$ cat config.mk
export PLATFORM = sky130hd
export DESIGN_NAME = sar_conv_ctl
export DESIGN_NICKNAME = d
export VERILOG_FILES = /design/src/rtl/sar_ctl_pkg.sv /design/src/rtl/sar_phase_fsm.sv /design/src/rtl/sar_code_path.sv /design/src/rtl/sar_conv_ctl.sv
export SDC_FILE = /design/constraint.sdc
export NUM_CORES = 1
export LEC_CHECK = 0
export CAP_MARGIN = 0
export CORE_AREA = 2 2 85 87
export CTS_CLUSTER_DIAMETER = 150
export DETAILED_ROUTE_END_ITERATION = 6
export DIE_AREA = 0 0 87 89
export PLACE_DENSITY_LB_ADDON = 0.2
export SYNTH_ARGS = -nofsm -noshare
export SYNTH_HDL_FRONTEND = slang
export SYNTH_HIERARCHICAL = 1
export SYNTH_SLANG_ARGS = --single-unit
$ cat constraint.sdc
create_clock -name clk -period 4.3 [get_ports clk]
set_clock_uncertainty 0.15 [all_clocks]
set_input_delay 0.43 -clock clk [delete_from_list [all_inputs] [get_ports clk]]
set_output_delay 0.43 -clock clk [all_outputs]
set_load 0.05 [all_outputs]
$ cat src/rtl/sar_ctl_pkg.sv
package sar_ctl_pkg;

    typedef enum logic [2:0] {
        ST_IDLE,
        ST_SAMPLE,
        ST_TRIAL,
        ST_DECIDE,
        ST_FINISH
    } sar_state_t;

    // Limit a requested resolution to the range 1..maxb.
    function automatic int clamp_res(input int req, input int maxb);
        if (req < 1) return 1;
        if (req > maxb) return maxb;
        return req;
    endfunction

endpackage

$ cat src/rtl/sar_phase_fsm.sv
module sar_phase_fsm
    import sar_ctl_pkg::*;
#(
    parameter int MAX_BITS = 12,
    parameter int SAMP_W   = 6,
    parameter int RES_W    = 4,
    parameter int IDX_W    = 4
) (
    input  logic              clk,
    input  logic              rst_n,
    input  logic              start,
    input  logic [SAMP_W-1:0] samp_len,
    input  logic [RES_W-1:0]  res_sel,
    output sar_state_t        state,
    output logic [IDX_W-1:0]  bit_idx,
    output logic [RES_W-1:0]  nbits,
    output logic              load
);

    sar_state_t        state_nx;
    logic [SAMP_W-1:0] samp_cnt;
    logic              samp_last;
    logic              bit_last;

    assign load      = (state == ST_IDLE) && start;
    assign samp_last = (samp_cnt == '0);
    assign bit_last  = (bit_idx == '0);

    // State register
    always_ff @(posedge clk) begin
        if (!rst_n) state <= ST_IDLE;
        else        state <= state_nx;
    end

    // Next-state selection
    always_comb begin
        state_nx = state;
        unique case (state)
            ST_IDLE:   if (start) state_nx = ST_SAMPLE;
            ST_SAMPLE: if (samp_last) state_nx = ST_TRIAL;
            ST_TRIAL:  state_nx = ST_DECIDE;
            ST_DECIDE: state_nx = bit_last ? ST_FINISH : ST_TRIAL;
            ST_FINISH: state_nx = ST_IDLE;
            default:   state_nx = ST_IDLE;
        endcase
    end

    // Sample counter, bit index and captured resolution
    always_ff @(posedge clk) begin
        if (!rst_n) begin
            samp_cnt <= '0;
            bit_idx  <= '0;
            nbits    <= RES_W'(MAX_BITS);
        end else if (load) begin
            samp_cnt <= (samp_len == '0) ? '0 : samp_len - SAMP_W'(1);
            nbits    <= RES_W'(clamp_res(int'(res_sel), MAX_BITS));
            bit_idx  <= IDX_W'(clamp_res(int'(res_sel), MAX_BITS) - 1);
        end else if (state == ST_SAMPLE && !samp_last) begin
            samp_cnt <= samp_cnt - SAMP_W'(1);
        end else if (state == ST_DECIDE && !bit_last) begin
            bit_idx <= bit_idx - IDX_W'(1);
        end
    end

    // Settings are held for the whole conversion even if start repeats.
    p_capture_hold_r8: assert property (@(posedge clk) disable iff (!rst_n)
        (state != ST_IDLE && start) |=> $stable(nbits));

    // Start while busy never restarts sampling.
    p_start_ignored_r9: assert property (@(posedge clk) disable iff (!rst_n)
        (state == ST_DECIDE && start) |=> state != ST_SAMPLE);

endmodule

$ cat src/rtl/sar_code_path.sv
module sar_code_path
    import sar_ctl_pkg::*;
#(
    parameter int MAX_BITS = 12,
    parameter int RES_W    = 4,
    parameter int IDX_W    = 4
) (
    input  logic                clk,
    input  logic                rst_n,
    input  sar_state_t          state,
    input  logic [IDX_W-1:0]    bit_idx,
    input  logic [RES_W-1:0]    nbits,
    input  logic                load,
    input  logic                cmp_hi,
    output logic [MAX_BITS-1:0] cap_sw,
    output logic                lower_half,
    output logic [MAX_BITS-1:0] result
);

    localparam logic [MAX_BITS-1:0] ONE = MAX_BITS'(1);

    logic [MAX_BITS-1:0] code_q;
    logic [MAX_BITS-1:0] bit_mask;
    logic [MAX_BITS-1:0] mag_mask;
    logic [MAX_BITS-1:0] dec_code;
    logic [MAX_BITS-1:0] fin_code;
    logic [MAX_BITS-1:0] drive_code;
    logic                neg_q;
    logic                neg_now;
    logic                sign_step;
    logic                trial_on;

    assign bit_mask   = ONE << bit_idx;
    assign mag_mask   = (ONE << (int'(nbits) - 1)) - ONE;
    assign sign_step  = (int'(bit_idx) == int'(nbits) - 1);
    assign trial_on   = (state == ST_TRIAL) || (state == ST_DECIDE);
    assign dec_code   = code_q | (cmp_hi ? bit_mask : '0);
    assign neg_now    = sign_step ? !cmp_hi : neg_q;
    assign fin_code   = neg_now ? (dec_code ^ mag_mask) : dec_code;
    assign drive_code = code_q | (trial_on ? bit_mask : '0);
    assign cap_sw     = drive_code << (MAX_BITS - int'(nbits));
    assign lower_half = neg_q;

    always_ff @(posedge clk) begin
        if (!rst_n) begin
            code_q <= '0;
            neg_q  <= 1'b0;
            result <= '0;
        end else if (load) begin
            code_q <= '0;
            neg_q  <= 1'b0;
        end else if (state == ST_DECIDE) begin
            code_q <= dec_code;
            neg_q  <= neg_now;
            if (bit_idx == '0) result <= fin_code;
        end else if (state == ST_FINISH) begin
            code_q <= '0;
            neg_q  <= 1'b0;
        end
    end

    p_polarity_idle_r5: assert property (@(posedge clk) disable iff (!rst_n)
        (state == ST_IDLE) |-> !lower_half);

    p_result_moves_at_end_r10: assert property (@(posedge clk) disable iff (!rst_n)
        !$stable(result) |-> state == ST_FINISH);

endmodule

$ cat src/rtl/sar_conv_ctl.sv
module sar_conv_ctl
    import sar_ctl_pkg::*;
#(
    parameter int MAX_BITS = 12,
    parameter int SAMP_W   = 6,
    parameter int RES_W    = $clog2(MAX_BITS + 1)
) (
    input  logic                clk,
    input  logic                rst_n,
    input  logic                start,
    input  logic [SAMP_W-1:0]   samp_len,
    input  logic [RES_W-1:0]    res_sel,
    input  logic                cmp_hi,
    output logic                sample_on,
    output logic [MAX_BITS-1:0] cap_sw,
    output logic                lower_half,
    output logic                busy,
    output logic                done,
    output logic [MAX_BITS-1:0] result
);

    localparam int IDX_W = $clog2(MAX_BITS);
    localparam logic [MAX_BITS-1:0] ONE = MAX_BITS'(1);

    sar_state_t       state;
    logic [IDX_W-1:0] bit_idx;
    logic [RES_W-1:0] nbits;
    logic             load;

    sar_phase_fsm #(
        .MAX_BITS(MAX_BITS), .SAMP_W(SAMP_W), .RES_W(RES_W), .IDX_W(IDX_W)
    ) u_fsm (
        .clk(clk), .rst_n(rst_n), .start(start), .samp_len(samp_len),
        .res_sel(res_sel), .state(state), .bit_idx(bit_idx),
        .nbits(nbits), .load(load)
    );

    sar_code_path #(
        .MAX_BITS(MAX_BITS), .RES_W(RES_W), .IDX_W(IDX_W)
    ) u_code (
        .clk(clk), .rst_n(rst_n), .state(state), .bit_idx(bit_idx),
        .nbits(nbits), .load(load), .cmp_hi(cmp_hi), .cap_sw(cap_sw),
        .lower_half(lower_half), .result(result)
    );

    // Output decode
    always_comb begin
        sample_on = (state == ST_SAMPLE);
        busy      = (state != ST_IDLE);
        done      = (state == ST_FINISH);
    end

    p_open_while_sampling_r2: assert property (@(posedge clk) disable iff (!rst_n)
        sample_on |-> cap_sw == '0);

    p_unused_caps_quiet_r4: assert property (@(posedge clk) disable iff (!rst_n)
        busy |-> (cap_sw & ((ONE << (MAX_BITS - int'(nbits))) - ONE)) == '0);

    p_single_done_r10: assert property (@(posedge clk) disable iff (!rst_n)
        done |=> !done);

endmodule

Word-level counts from Yosys, hierarchy flattened
Cells that the tools add are included.

operators by class
  equality and inequality tests = 8
  $add $sub $neg = 7
  shift-type cells = 3
  muxes and demuxes = 31
  bitwise operators = 5
  magnitude comparators = 2
  reductions and logical operators = 19

operators by type and width
  kind                                                  count
  two-way mux 12 bit                                    5
  == test 5 x 32 -> 1 bit                               1
  two-way mux 4 bit                                     8
  left shift 1 x 32 -> 12 bit, first input constant     1
  left shift 12 x 32 -> 12 bit                          1
  OR 12 bit                                             2
  two-way mux 6 bit                                     3
  logical NOT 6 bit                                     2
  case mux 3 bit (4 select lines)                       1
  left shift 1 x 4 -> 12 bit, first input constant      1
  subtractor 12 x 1 -> 12 bit, second input constant    1
  subtractor 6 x 1 -> 6 bit, second input constant      2
  bitwise XOR 12 bit                                    1
  two-way mux 1 bit                                     11
  two-way mux 3 bit                                     3
  == test 3 x 2 -> 1 bit, second input constant         2
  nonzero test 2 bit                                    3
  subtractor 4 x 1 -> 5 bit, second input constant      1
  subtractor 4 x 4 -> 5 bit, first input constant       1
  greater-than comparator 4 bit, second input constant  1
  logical NOT 4 bit                                     1
  < comparator 4 x 1 -> 1 bit, second input constant    1
  inequality test 2 bit, second input constant          2
  AND reduction 2 bit                                   2
  13 further kinds                                      18

word-level totals
  input bits = 14
  output and inout bits = 28
  word-level logic and storage cells = 82
  register bits = 42

Logic depth before layout (Yosys ltp)
  word-level depth = 13
  depth in mapped cells = 17

Cells and area by module
Netlist, hierarchy kept.

modules (own cells, without submodules)
  module         cells an instance  sequential area each (um^2)  area each (um^2)  times used
  sar_code_path  345                500.5                        2529.9            1
  sar_phase_fsm  128                340.3                        1067.3            1
  sar_conv_ctl   3                  0.0                          21.3              1

Worst setup path after synthesis
No wires, ideal clock.

  path type = register to output
  start point = register u_fsm.nbits[0]
  end point = output cap_sw[10]
  buffers on the path = 5
  arrival = 3241 ps
  path slack = 479 ps
  data required time = 3720 ps
  cell stages (with the launch flop) = 13
  cell sequence = dfxtp_1 -> buf_6 -> buf_2 -> inv_2 -> buf_2 -> ha_1 -> buf_4 -> inv_1 -> buf_1 -> mux2i_1 -> nor2_1 -> nand2_1 -> o21ai_0

between the ends
  longest elaborated chain between the ends = 2

RTL lines
  element                       RTL line             source
  from (decl)                   sar_phase_fsm.sv:16  output logic [RES_W-1:0] nbits,
  from (signal assigned)        sar_phase_fsm.sv:53  nbits <= RES_W'(MAX_BITS);
  from (signal assigned)        sar_phase_fsm.sv:56  nbits <= RES_W'(clamp_res(int'(res_sel), MAX_BITS));
  subtractor 4 x 4 -> 5 bit     sar_code_path.sv:41  assign cap_sw = drive_code << (MAX_BITS - int'(nbits));
  left shift 12 x 32 -> 12 bit  sar_code_path.sv:41
  to (decl)                     sar_conv_ctl.sv:15   output logic [MAX_BITS-1:0] cap_sw,

Every way passes these cells.

Worst setup path after layout
  start point = register u_fsm.state[1]
  end point = output cap_sw[1]

between the ends
  longest elaborated chain between the ends = 5
  elaborated cells on any way between the ends = 6
  those cells by class = eq/ne (2); shift (1); mux (1); bitwise (1); reduce/logical (1)

RTL lines
  element                         RTL line             source
  from (decl)                     sar_phase_fsm.sv:14  output sar_state_t state,
  from (signal assigned)          sar_phase_fsm.sv:32  else state <= state_nx;
  == test 3 x 2 -> 1 bit          sar_code_path.sv:36  assign trial_on = (state == ST_TRIAL) || (state == ST_DECIDE);
  logical OR 1 bit *              sar_code_path.sv:36
  two-way mux 12 bit *            sar_code_path.sv:40  assign drive_code = code_q | (trial_on ? bit_mask : '0);
  OR 12 bit *                     sar_code_path.sv:40
  left shift 12 x 32 -> 12 bit *  sar_code_path.sv:41

Mark *: on every way between the ends. The rest lies on a longest branch, timed or not.

==> results.txt <==
Max FO, Critical Path: 16
dominant synthesized flop cell: dfxtp_1
share of power burned in registers: 0.330
synth top area cells: dfxtp_1 23%, a21oi_1 5.8%, nor2_1 5.4%
Gate Count Post-Synth: 476
Syn Area/Cell: 7.60 um2
Synth top area share: 0.232
crit path kind: flop to output port
measured slew at the worst slew-check pin: 0.781 ns
Max-slew headroom: 0.474
htree depth: 2
complex-gate fraction of the synthesized area: 0.242
sw frac: 0.446
cell row count: 30
CTS Hold Buffers Added: 0
Peak supply drop: 0.221 mV
TritonCTS clock tree: built
most frequent cell after synthesis: nor2_1
Post-synth EDFFs: 0
Residual DRC: 0
Placed Instances: 577
DRT Wirelength: 9810 um
port bufs: 41
DRT iter0 DRCs: 245
Sw Pwr: 0.625 mW
Initial Utilization: 0.539
Hold Slack: 0.298 ns
Synth Area in XOR/XNOR: 0.0629
hold crit path type: flop to flop
fin util: 0.628
list of most frequent post-synthesis cells: 52 x nor2_1, 50 x nand2_1, 42 x a21oi_1, 42 x dfxtp_1, 22 x nor3_1
RSZ-0062 raised after global routing: no
die height: 89 um
Worst setup EP type: output port
Crit. Startpoint: u_fsm/state[1]
share of post-route cells with drive strength above 1: 0.105
I/O pin total: 42
fmax: 277 MHz
final-report setup violation count: 0
Final Slew Violations: 0
clock latency on the worst-skew pair: 0.31 ns
Synth Area in Simple Gates: 0.301
WP data required: 3.72 ns
final period utilization: 0.840
post-synthesis adder-cell area fraction: 0.0450
die area: 0.00774 mm2
PD cells: 332 mW/mm2
final hold violations: 0
ANT nets after route: 0
DR WL/cell: 16.8 um
vias: 3604
FFs w/ async S/R, synth: 0
Hold Crit Start: u_code/result[0]
Yosys Warn Count: 6
area delta synth->final: 16.6%
outcome: completed
initial antenna violation count: 0
Pleak: 1.56 nW
Logic pwr share: 0.474
reg2reg start: u_fsm/nbits[2]
setup_tns: 0 ns
via/cell ratio: 6.16
largest area contributor in the netlist: dfxtp_1
Bufs on Longest Clock Path: 2
clock power share: 0.196
CORE AREA: 0.00672 mm2
die width: 87 um
sequential area share after synthesis: 0.232
GRT Util Overall: 0.264
fin nets: 531
Root Driver: clkbuf_8
Worst setup SP type: flop
post-synthesis cell area: 0.00362 mm2
Period minus WS final: 3.61 ns
GP Congestion: 1.00
synthesis-stage register bit count: 42
Power Internal: 0.777 mW
postcts setup bufs: 0
Tot Pwr: 1.40 mW
number of max-cap violations: 0
CTS Buf Count: 5
Sink Count: 42
Detailed Place HPWL: 7510 um
proportion of synthesized area in mux cells: 0.0626
largest family of logic cells by synthesized area: simple AND/OR/NAND/NOR gates
number of global-route vias before repair: 3295
final std cells w/o fill: 585
first-pass GRT wire length: 16200 um
total gr overflow: 0
largest net degree at the start of global routing: 27
Clock transition at path regs: 0.09 ns
synth unique cells: 77
synthesized net count: 503
Crit path arrival time: 3.03 ns
# resized after CTS: 0
n_diodes: 0
DR pass1 iterations: 5
[logic make-up after synthesis]
family | count (synthesis)
and+or+nand+nor | 203
DFF | 42
buffers and inverters | 42
adders and majority gates | 13
AOI/OAI and AO/OA | 130
xor gates and xnor gates | 26
muxes | 20
[through the flow]
stage | setup WS, ns | area [um2]
floorplan | 0.479 | 3620
global placement | 1.01 | 4130
detailed placement | 0.863 | 4130
CTS | 0.697 | 4220
global route | 0.412 | 4220
finish | 0.690 | 4220
[flip-flops by register name, summed over array words and instances, names as in the netlist]
register           flops
u_fsm/samp_cnt         6
u_code/lower_half      1
u_fsm/nbits            4
u_code/result         12
u_fsm/bit_idx          4
u_fsm/state            3
u_code/code_q         12
[worst max-delay path, cell delays in order, from the launching register on]
cell,delay [ns]
dfxtp_1,0.67
nor4b_2,0.48
a21oi_1,0.18
mux2i_1,0.24
nand3_1,0.15
nor3_1,0.17
clkdlybuf4s50_1,0.83
[power by group through the flow]
stage,sequential [mW],combinational (mW),clock [mW]
after floorplan,0.455,0.507,0
after global placement,0.469,0.647,0
after detailed placement,0.470,0.654,0
after CTS,0.461,0.658,0.275
after global routing,0.468,0.726,0.288
final,0.462,0.665,0.275
[cell type report]
type / count / area (um2)
Timing Repair Buffer: 47 / 541
Tap cell: 80 / 100
Multi-Input combinational cell: 392 / 2580
Sequential cell: 42 / 841
Inverter: 16 / 61.3
Clock buffer: 5 / 68.8
Fill cell: 617 / 2500
Clock inverter: 3 / 25.0
[cells in the final DEF, fill, tap and decap left out, types with 7 or more instances in the layout]
cell              n
nor2_1           52
nand2_1          50
a21oi_1          42
dfxtp_1          42
clkdlybuf4s50_1  30
nor3_1           22
mux2i_1          17
xnor2_1          16
nand3_1          16
o21ai_1          16
inv_1            13
o21ai_0          13
ha_1             13
and2_1           10
xor2_1           10
buf_12            9
buf_4             8
nor3b_1           7
a211oi_1          7
[final timing paths]
| kind | depth (start not counted) | slack (ns) | end |
|---|---|---|---|
| hold reg to reg | 2 | 0.30 | u_code/result[0] |
| setup / recovery | 6 | 0.69 | cap_sw[1] |
| setup reg to reg | 11 | 0.81 | u_code/result[4] |
| hold / removal | 2 | 0.30 | u_code/result[0] |
[per-layer routing]
metal  GRT usage  wire [um]  vias up
met2       0.434       4540      141
met4      0.0923        206        0
met3      0.0434        595       18
li1            -          -     1779
met5           0          0        -
met1       0.352       4460     1666
(Power assumes the default switching activity.)
